## config.mk

```make
export PLATFORM = sky130hd
export DESIGN_NAME = mode_bank_unlock
export DESIGN_NICKNAME = d
export VERILOG_FILES = /design/src/rtl/mbs_pkg.sv /design/src/rtl/mbs_wr_decode.sv /design/src/rtl/mbs_key_seq.sv /design/src/rtl/mbs_bank_reg.sv /design/src/rtl/mode_bank_unlock.sv
export SDC_FILE = /design/constraint.sdc
export NUM_CORES = 1
export LEC_CHECK = 0
export BUFFER_PORTS_ARGS = -buffer_cell sky130_fd_sc_hd__buf_2
export CAP_MARGIN = 10
export CORE_AREA = 2 2 39 41
export DETAILED_ROUTE_END_ITERATION = 16
export DIE_AREA = 0 0 41 43
export PLACE_DENSITY = 0.5
export SETUP_SLACK_MARGIN = 0.5
export SKIP_LAST_GASP = 1
export SYNTH_ARGS = -nofsm -noshare
export SYNTH_HDL_FRONTEND = slang
export SYNTH_HIERARCHICAL = 1
export SYNTH_SLANG_ARGS = --single-unit
```

## constraint.sdc

```tcl
create_clock -name clk -period 2.8 [get_ports clk]
set_clock_uncertainty 0.1 [all_clocks]
set_input_delay 0.56 -clock clk [delete_from_list [all_inputs] [get_ports clk]]
set_output_delay 0.56 -clock clk [all_outputs]
set_load 0.01 [all_outputs]
```

## src/rtl/mbs_pkg.sv

```systemverilog
package mbs_pkg;

  localparam int KEY_LEN   = 4;
  localparam int KEY_POS_W = $clog2(KEY_LEN);
  localparam int BANK_W    = 2;
  localparam int NUM_BANKS = 3;

  // Unlock key, written to the control port in this order.
  function automatic logic [7:0] key_byte(input int unsigned idx);
    case (idx)
      0:       key_byte = 8'h07;
      1:       key_byte = 8'h0D;
      2:       key_byte = 8'h06;
      default: key_byte = 8'h12;
    endcase
  endfunction

  // A bank code carries the bank number in the top two bits, with the rest zero.
  function automatic logic bank_code_ok(input logic [7:0] data);
    bank_code_ok = (data[5:0] == 6'd0) && (int'(data[7:6]) < NUM_BANKS);
  endfunction

  function automatic logic [BANK_W-1:0] bank_code_val(input logic [7:0] data);
    bank_code_val = data[7:6];
  endfunction

endpackage

```

## src/rtl/mbs_wr_decode.sv

```systemverilog
module mbs_wr_decode #(
  parameter int PORT_W    = 3,
  parameter int CTRL_PORT = 7
) (
  input  logic              wr_en,
  input  logic [PORT_W-1:0] wr_port,
  input  logic              enh_mode,
  output logic              key_step,
  output logic              bank_step
);
  logic ctrl_hit;

  always_comb begin
    ctrl_hit  = wr_en && (wr_port == PORT_W'(CTRL_PORT));
    key_step  = ctrl_hit && !enh_mode;
    bank_step = ctrl_hit &&  enh_mode;
  end
endmodule

```

## src/rtl/mbs_key_seq.sv

```systemverilog
module mbs_key_seq
  import mbs_pkg::*;
#(
  parameter int DATA_W = 8
) (
  input  logic                 clk,
  input  logic                 rst_n,
  input  logic                 step,
  input  logic [DATA_W-1:0]    data,
  output logic [KEY_POS_W-1:0] pos,
  output logic                 unlock
);
  localparam logic [KEY_POS_W-1:0] LAST_POS = KEY_POS_W'(KEY_LEN - 1);

  logic [KEY_LEN-1:0]   hit;
  logic [KEY_POS_W-1:0] pos_nxt;

  for (genvar i = 0; i < KEY_LEN; i++) begin : g_cmp
    assign hit[i] = (data[7:0] == key_byte(i));
  end

  always_comb begin
    pos_nxt = pos;
    unlock  = 1'b0;
    if (step) begin
      if (hit[pos]) begin
        if (pos == LAST_POS) begin
          unlock  = 1'b1;
          pos_nxt = '0;
        end else begin
          pos_nxt = pos + KEY_POS_W'(1);
        end
      end else if (hit[0]) begin
        pos_nxt = KEY_POS_W'(1);
      end else begin
        pos_nxt = '0;
      end
    end
  end

  always_ff @(posedge clk or negedge rst_n) begin
    if (!rst_n) pos <= '0;
    else        pos <= pos_nxt;
  end
endmodule

```

## src/rtl/mbs_bank_reg.sv

```systemverilog
module mbs_bank_reg
  import mbs_pkg::*;
#(
  parameter int DATA_W = 8
) (
  input  logic              clk,
  input  logic              rst_n,
  input  logic              unlock,
  input  logic              bank_step,
  input  logic [DATA_W-1:0] data,
  output logic              enh_mode,
  output logic [BANK_W-1:0] bank
);
  always_ff @(posedge clk or negedge rst_n) begin
    if (!rst_n) begin
      enh_mode <= 1'b0;
      bank     <= '0;
    end else if (unlock) begin
      enh_mode <= 1'b1;
      bank     <= '0;
    end else if (bank_step && bank_code_ok(data[7:0])) begin
      bank     <= bank_code_val(data[7:0]);
    end
  end
endmodule

```

## src/rtl/mode_bank_unlock.sv

```systemverilog
module mode_bank_unlock
  import mbs_pkg::*;
#(
  parameter int DATA_W    = 8,
  parameter int PORT_W    = 3,
  parameter int CTRL_PORT = 7
) (
  input  logic              clk,
  input  logic              rst_n,
  input  logic              wr_en,
  input  logic [PORT_W-1:0] wr_port,
  input  logic [DATA_W-1:0] wr_data,
  output logic              enh_mode,
  output logic [BANK_W-1:0] bank_sel
);
  // Named internal events, observed by the bound checker.
  logic                 key_step;
  logic                 bank_step;
  logic                 unlock_evt;
  logic [KEY_POS_W-1:0] seq_pos;

  mbs_wr_decode #(.PORT_W(PORT_W), .CTRL_PORT(CTRL_PORT)) u_dec (
    .wr_en     (wr_en),
    .wr_port   (wr_port),
    .enh_mode  (enh_mode),
    .key_step  (key_step),
    .bank_step (bank_step)
  );

  mbs_key_seq #(.DATA_W(DATA_W)) u_seq (
    .clk    (clk),
    .rst_n  (rst_n),
    .step   (key_step),
    .data   (wr_data),
    .pos    (seq_pos),
    .unlock (unlock_evt)
  );

  mbs_bank_reg #(.DATA_W(DATA_W)) u_bank (
    .clk       (clk),
    .rst_n     (rst_n),
    .unlock    (unlock_evt),
    .bank_step (bank_step),
    .data      (wr_data),
    .enh_mode  (enh_mode),
    .bank      (bank_sel)
  );
endmodule

```

* Yosys cells after proc, flatten, opt, wreduce, memory -nomap -nowiden
Cells that the tools add are included.
Storage, ports and cells: input bits 14, memories 0, register bits 5, bits in latches 0, bits in writable memories 0, ROM bits 0
Cells by class: reduce and logical (&&, ||, !) cells 8, add/sub/neg operators 1, eq/ne operators 6, shift operators 0, div/mod/pow operators 0, multipliers 0, bitwise gates (word level) 0, magnitude comparators 2, muxes and demuxes 10
Operators by type and width (count):
- $eq 8x3->1 const B | 2
- $eq 8x4->1 const B | 1
- $eq 8x5->1 const B | 1
- $mux 2 | 4
- $logic_not 6->1 | 1
- $logic_and 1x1->1 | 5
- $mux 1 | 5
- $eq 3x3->1 const B | 1
- $lt 2x3->1 const B | 1
- $add 2x1->2 const B | 1
- $bmux 1 s2 | 1
- $eq 2x2->1 const B | 1
- $lt 2x2->1 const B | 1
- $reduce_bool 2->1 | 1
- $logic_not 1->1 | 1

* Logic depth before layout (Yosys ltp)
word-level depth 6, gate-level depth with buffers 6

* Cells and area by module
The synthesis kept the hierarchy.
Modules (own cells, without submodules):
- mbs_key_seq | instances 1, area each 206.4 sq um, cells an instance 21, seq. area each 50.0 sq um
- mbs_bank_reg | instances 1, area each 151.4 sq um, cells an instance 14, seq. area each 75.1 sq um
- mbs_wr_decode | instances 1, area each 17.5 sq um, cells an instance 4, seq. area each 0.0 sq um

* Worst setup path after synthesis
OpenSTA, ideal clock, no wires.
path kind input -> register, from input port wr_data[4], to register u_bank.enh_mode, required time 2573 ps, setup slack 990 ps, arrival time 1583 ps, path buffers 0, stages 5, setup time 127 ps, cell sequence nor4bb_1 -> a211o_1 -> and2_4 -> and3_1 -> or2_2
On the way: longest elaborated chain between the ends 5
RTL lines:
- start: declaration | line mode_bank_unlock.sv:12 | input logic [DATA_W-1:0] wr_data,
- $eq 8x3->1, or another cell as far along | line mbs_key_seq.sv:19 | assign hit[i] = (data[7:0] == key_byte(i));
- $bmux 1 s2 (*) | line mbs_key_seq.sv:26 | if (hit[pos]) begin
- $mux 1 (implied by the code) (*) | line mbs_key_seq.sv:26
- $mux 1 (*) | line mbs_key_seq.sv:26
- $mux 1 (*) | line mbs_key_seq.sv:25 | if (step) begin
- via unlock_evt | line mode_bank_unlock.sv:19 | logic unlock_evt;
- end signal: assignment | line mbs_bank_reg.sv:16 | enh_mode <= 1'b0;
- end signal: assignment | line mbs_bank_reg.sv:19 | enh_mode <= 1'b1;
- end: declaration | line mbs_bank_reg.sv:11 | output logic enh_mode,
Mark *: on every way through the listed nets, which the timed path passes. The rest lies on a longest branch. The select of a mux whose other input is x is not followed. A chain may end at the register's enable or synchronous reset.

* Worst setup path after layout
from input port wr_port[2], to register u_bank.bank[0]
On the way: longest elaborated chain between the ends 5
RTL lines:
- start: declaration | line mode_bank_unlock.sv:11 | input logic [PORT_W-1:0] wr_port,
- $eq 3x3->1 (*) | line mbs_wr_decode.sv:14 | ctrl_hit = wr_en && (wr_port == PORT_W'(CTRL_PORT));
- $logic_and 1x1->1 (*) | line mbs_wr_decode.sv:14
- $logic_and 1x1->1 (*) | line mbs_wr_decode.sv:15 | key_step = ctrl_hit && !enh_mode;
- via key_step | line mode_bank_unlock.sv:17 | logic key_step;
- $mux 1 (*) | line mbs_key_seq.sv:25
- via unlock_evt | line mode_bank_unlock.sv:19
- $mux 2 / $reduce_bool 2->1 (equally long branches)
- end signal: assignment | line mbs_bank_reg.sv:22 | bank <= bank_code_val(data[7:0]);
- end: declaration | line mbs_bank_reg.sv:12 | output logic [BANK_W-1:0] bank
Mark *: on every way through the listed nets, which the timed path passes. The rest lies on a longest branch.

==> results by group <==
Flow run
  • Max Cap Viol: 0

Synth
  • Synth warn: 6
  • Post-synth top flop: dfrtp_1
  • Distinct cell type count of the synthesized netlist: 23
  • Synth Cell Area: between 300 and 400 um2
  • Post-Syn Area per Cell: 9.62 um2
  • Area share of the largest cell type after synthesis: 0.333
  • Async S/R FF share, synth: 1.00
  • Syn Nets: 54
  • Gate Count Post-Synth: 39
  • Seq cells post-synth: 5
  • Area leader, netlist: dfrtp_1
  • Top cells by area, synth: dfrtp_1, nor4bb_1, nand2b_1
  • Register area share after synthesis: 0.333
  • EDFF count, synth: 0

Placement
  • Final RePlAce weighted congestion: 0.704
  • Buffers on Ports: 16
  • Dpl hpwl: 676 um
  • Area after DPL: approximately 480 um2

Die
  • IO Pins: 17
  • Core ar.: 1380 um2
  • Core Rows: 14
  • Die Area: 1760 um2
  • Die extent in y: about 43 um
  • Die span in x: 41 um
  • Initial Utilization: 0.271

Setup path
  • Crit Path Class: in -> reg
  • Crit path from: wr_port[2]
  • Worst setup EP type: register
  • Crit-path leading delay family: simple AND/OR/NAND/NOR gates
  • Crit start category: primary input
  • Crit path max fanout: 5
  • R2R cell count: 5
  • Flop2flop setup slack: 1.02 ns
  • Critical path data arrival time: 1.92 ns
  • Reg-to-Reg End: u_bank/bank[0]
  • Cell Chain, Critical Path: buf_2, nand4_1, nor2_1, nor4b_1, and3_1, nand2b_1, mux2i_1
  • Critical path's slowest cell: nor4b_1
  • Critical R2R Launch: u_bank/enh_mode
  • Worst path required time: 2.83 ns
  • WP buf/inv: 1
  • Crit-path max cell delay: 0.51 ns

Clocking
  • Clk slew on worst S/H paths: 0.05 ns
  • Clock Sinks: 5
  • CTS tree: built
  • Cts bufs inserted: 3
  • H-tree Lvls: 1
  • Clk buf depth: 2
  • CTS root buffer: clkbuf_4
  • Worst-skew pair later-pin latency: between 0.2 and 0.25 ns
  • # hold bufs at CTS: 0
  • Post-CTS Repair Setup Buffers: 0
  • PostCTS Resize Cnt: 0

Layout
  • Area growth syn-to-layout: 33.7%
  • Design Area, Final: 502 um2
  • Number of antenna diodes: 0
  • Layout Nets: 75
  • Fill cells: roughly 150
  • Layout cell share with drive strength beyond 1: 0.390

Timing
  • Final period util: 0.676
  • Final setup viols: 0
  • RSZ-0062 raised after global routing: no
  • Worst-margin pin slew: ~0.58 ns
  • Hold slack: 0.0203 ns
  • Final min period: roughly 1.9 ns
  • Pins Over Slew Limit: 0
  • Final hold vios: 0
  • Relative slew slack: 0.609
  • Post-Route Setup TNS: 0 ns
  • Fmax: 0.528 GHz

Routing
  • DRT iter0 DRCs: 5
  • Via density: 4.99
  • Via count of the routed design: ~370
  • Total length of routed wires: 825 um
  • Average wire per standard cell: 11.0 um
  • DRT Pass-1 Iters: 4
  • Antenna viol nets, final: 0
  • Remaining DRCs: 0

Global route
  • Largest net degree at the start of global routing: 7
  • Total gr overflow: 0
  • Vias in the first global route: 342
  • Initial antenna violation count: 0
  • Global-route usage over all layers: 0.125
  • First-pass GRT wire length: 1440 um

Pwr
  • Lkg Pwr: 0.249 nW
  • Pwr dens: around 360 nW/um2
  • IR drop worst, VDD: between 0.0001 and 0.00015 V
  • Clock share of power: 0.470
  • Switch Pwr: 0.0426 mW
  • Total power: approximately 0.18 mW
  • Comb pwr share: 0.127
  • Pint: 0.138 mW
  • Switching Fraction: 0.235
  • Part of the power in registers: 0.403

Status
  • Status: finished clean

Min path
  • Worst hold path class: in -> async
-- worst max path at each step --
stage                       to  slack (ns)  depth (start not counted)
6_report        u_bank/bank[0]        0.91                          7
3_5_place_dp    u_bank/bank[1]        0.68                          7
5_1_grt         u_bank/bank[1]        0.82                          7
4_1_cts         u_bank/bank[1]        0.94                          7
3_3_place_gp    u_bank/bank[0]        0.77                          7
2_1_floorplan  u_bank/enh_mode        0.99                          5
-- cell type report --
| class | instances | area [um2] | area share |
|---|---|---|---|
| Timing Repair Buffer | 16 | 80.1 | 0.160 |
| Sequential cell | 5 | 125 | 0.249 |
| Tap cell | 16 | 20.0 | 0.0399 |
| Clock buffer | 4 | 26.3 | 0.0524 |
| Multi-Input combinational cell | 31 | 239 | 0.476 |
| Inverter | 3 | 11.3 | 0.0224 |
-- sequential cells by signal, indices dropped and copies added, names as in the netlist --
register and count:
u_bank/bank 2, u_bank/enh_mode 1, u_seq/pos 2
-- synth_stat cells, drive strengths merged, types with 2 or more instances --
cell	count
dfrtp	5
mux2i	2
inv	3
nand2	2
nor4bb	3
nor2	2
nor3b	2
nand2b	4
nor4b	2
and3	2
-- power by group through the flow --
| stage | Combinational, mW | Sequential [mW] | Clock (mW) |
|---|---|---|---|
| 6_report | 0.0230 | 0.0729 | 0.0851 |
| 5_1_grt | 0.0261 | 0.0728 | 0.0932 |
| 4_1_cts | 0.0232 | 0.0729 | 0.0876 |
| 3_5_place_dp | 0.0232 | 0.0740 | 0 |
| 3_3_place_gp | 0.0233 | 0.0740 | 0 |
| 2_1_floorplan | 0.00796 | 0.0740 | 0 |
-- metrics by stage --
| step | setup WS [ns] | cells | util |
|---|---|---|---|
| 6_report | 0.907 | 75 | 0.363 |
| 3_3_place_gp | 0.768 | 71 | 0.344 |
| 5_1_grt | 0.822 | 75 | 0.363 |
| 3_5_place_dp | 0.683 | 71 | 0.344 |
| 4_1_cts | 0.941 | 75 | 0.363 |
| 2_1_floorplan | 0.990 | 39 | - |
-- layout by cell type, fill, tap and decap left out, drive strengths merged --
cell type  count
buf           16
dfrtp          5
nand2b         4
clkbuf         4
inv            3
nor4bb         3
nor4b          2
nand2          2
mux2i          2
nor2           2
nor3b          2
and3           2
nor3           1
or2            1
nand4          1
a211o          1
xnor2          1
o32ai          1
and2           1
nand3          1
a21oi          1
a221o          1
a32o           1
ha             1
-- metal layers --
metal / track usage / up-vias / routed length, um
li1: - / 187 / -
met1: 0.154 / 170 / 362
met2: 0.166 / 13 / 372
met3: 0.0471 / 4 / 57
met4: 0.100 / 0 / 33
met5: 0 / - / 0
-- worst register-to-register path: cells and delay by family, from the launching register on --
| family | cells | cell delay [ns] |
|---|---|---|
| simple gates | 4 | 1.12 |
| flops | 1 | 0.39 |
| mux | 1 | 0.06 |
-- cells by family (layout without fill, tap and decap cells) --
family                     count (synthesis)  count (layout)  share of synthesized area
AOI/OAI and AO/OA                          5               5                      0.133
xor gates and xnor gates                   1               1                     0.0233
adders and majority gates                  1               1                     0.0333
buffers and inverters                      3              23                     0.0300
DFF                                        5               5                      0.333
muxes                                      2               2                     0.0533
and+or+nand+nor                           22              22                      0.393
No activity file was read; power rests on OpenSTA's default activity.
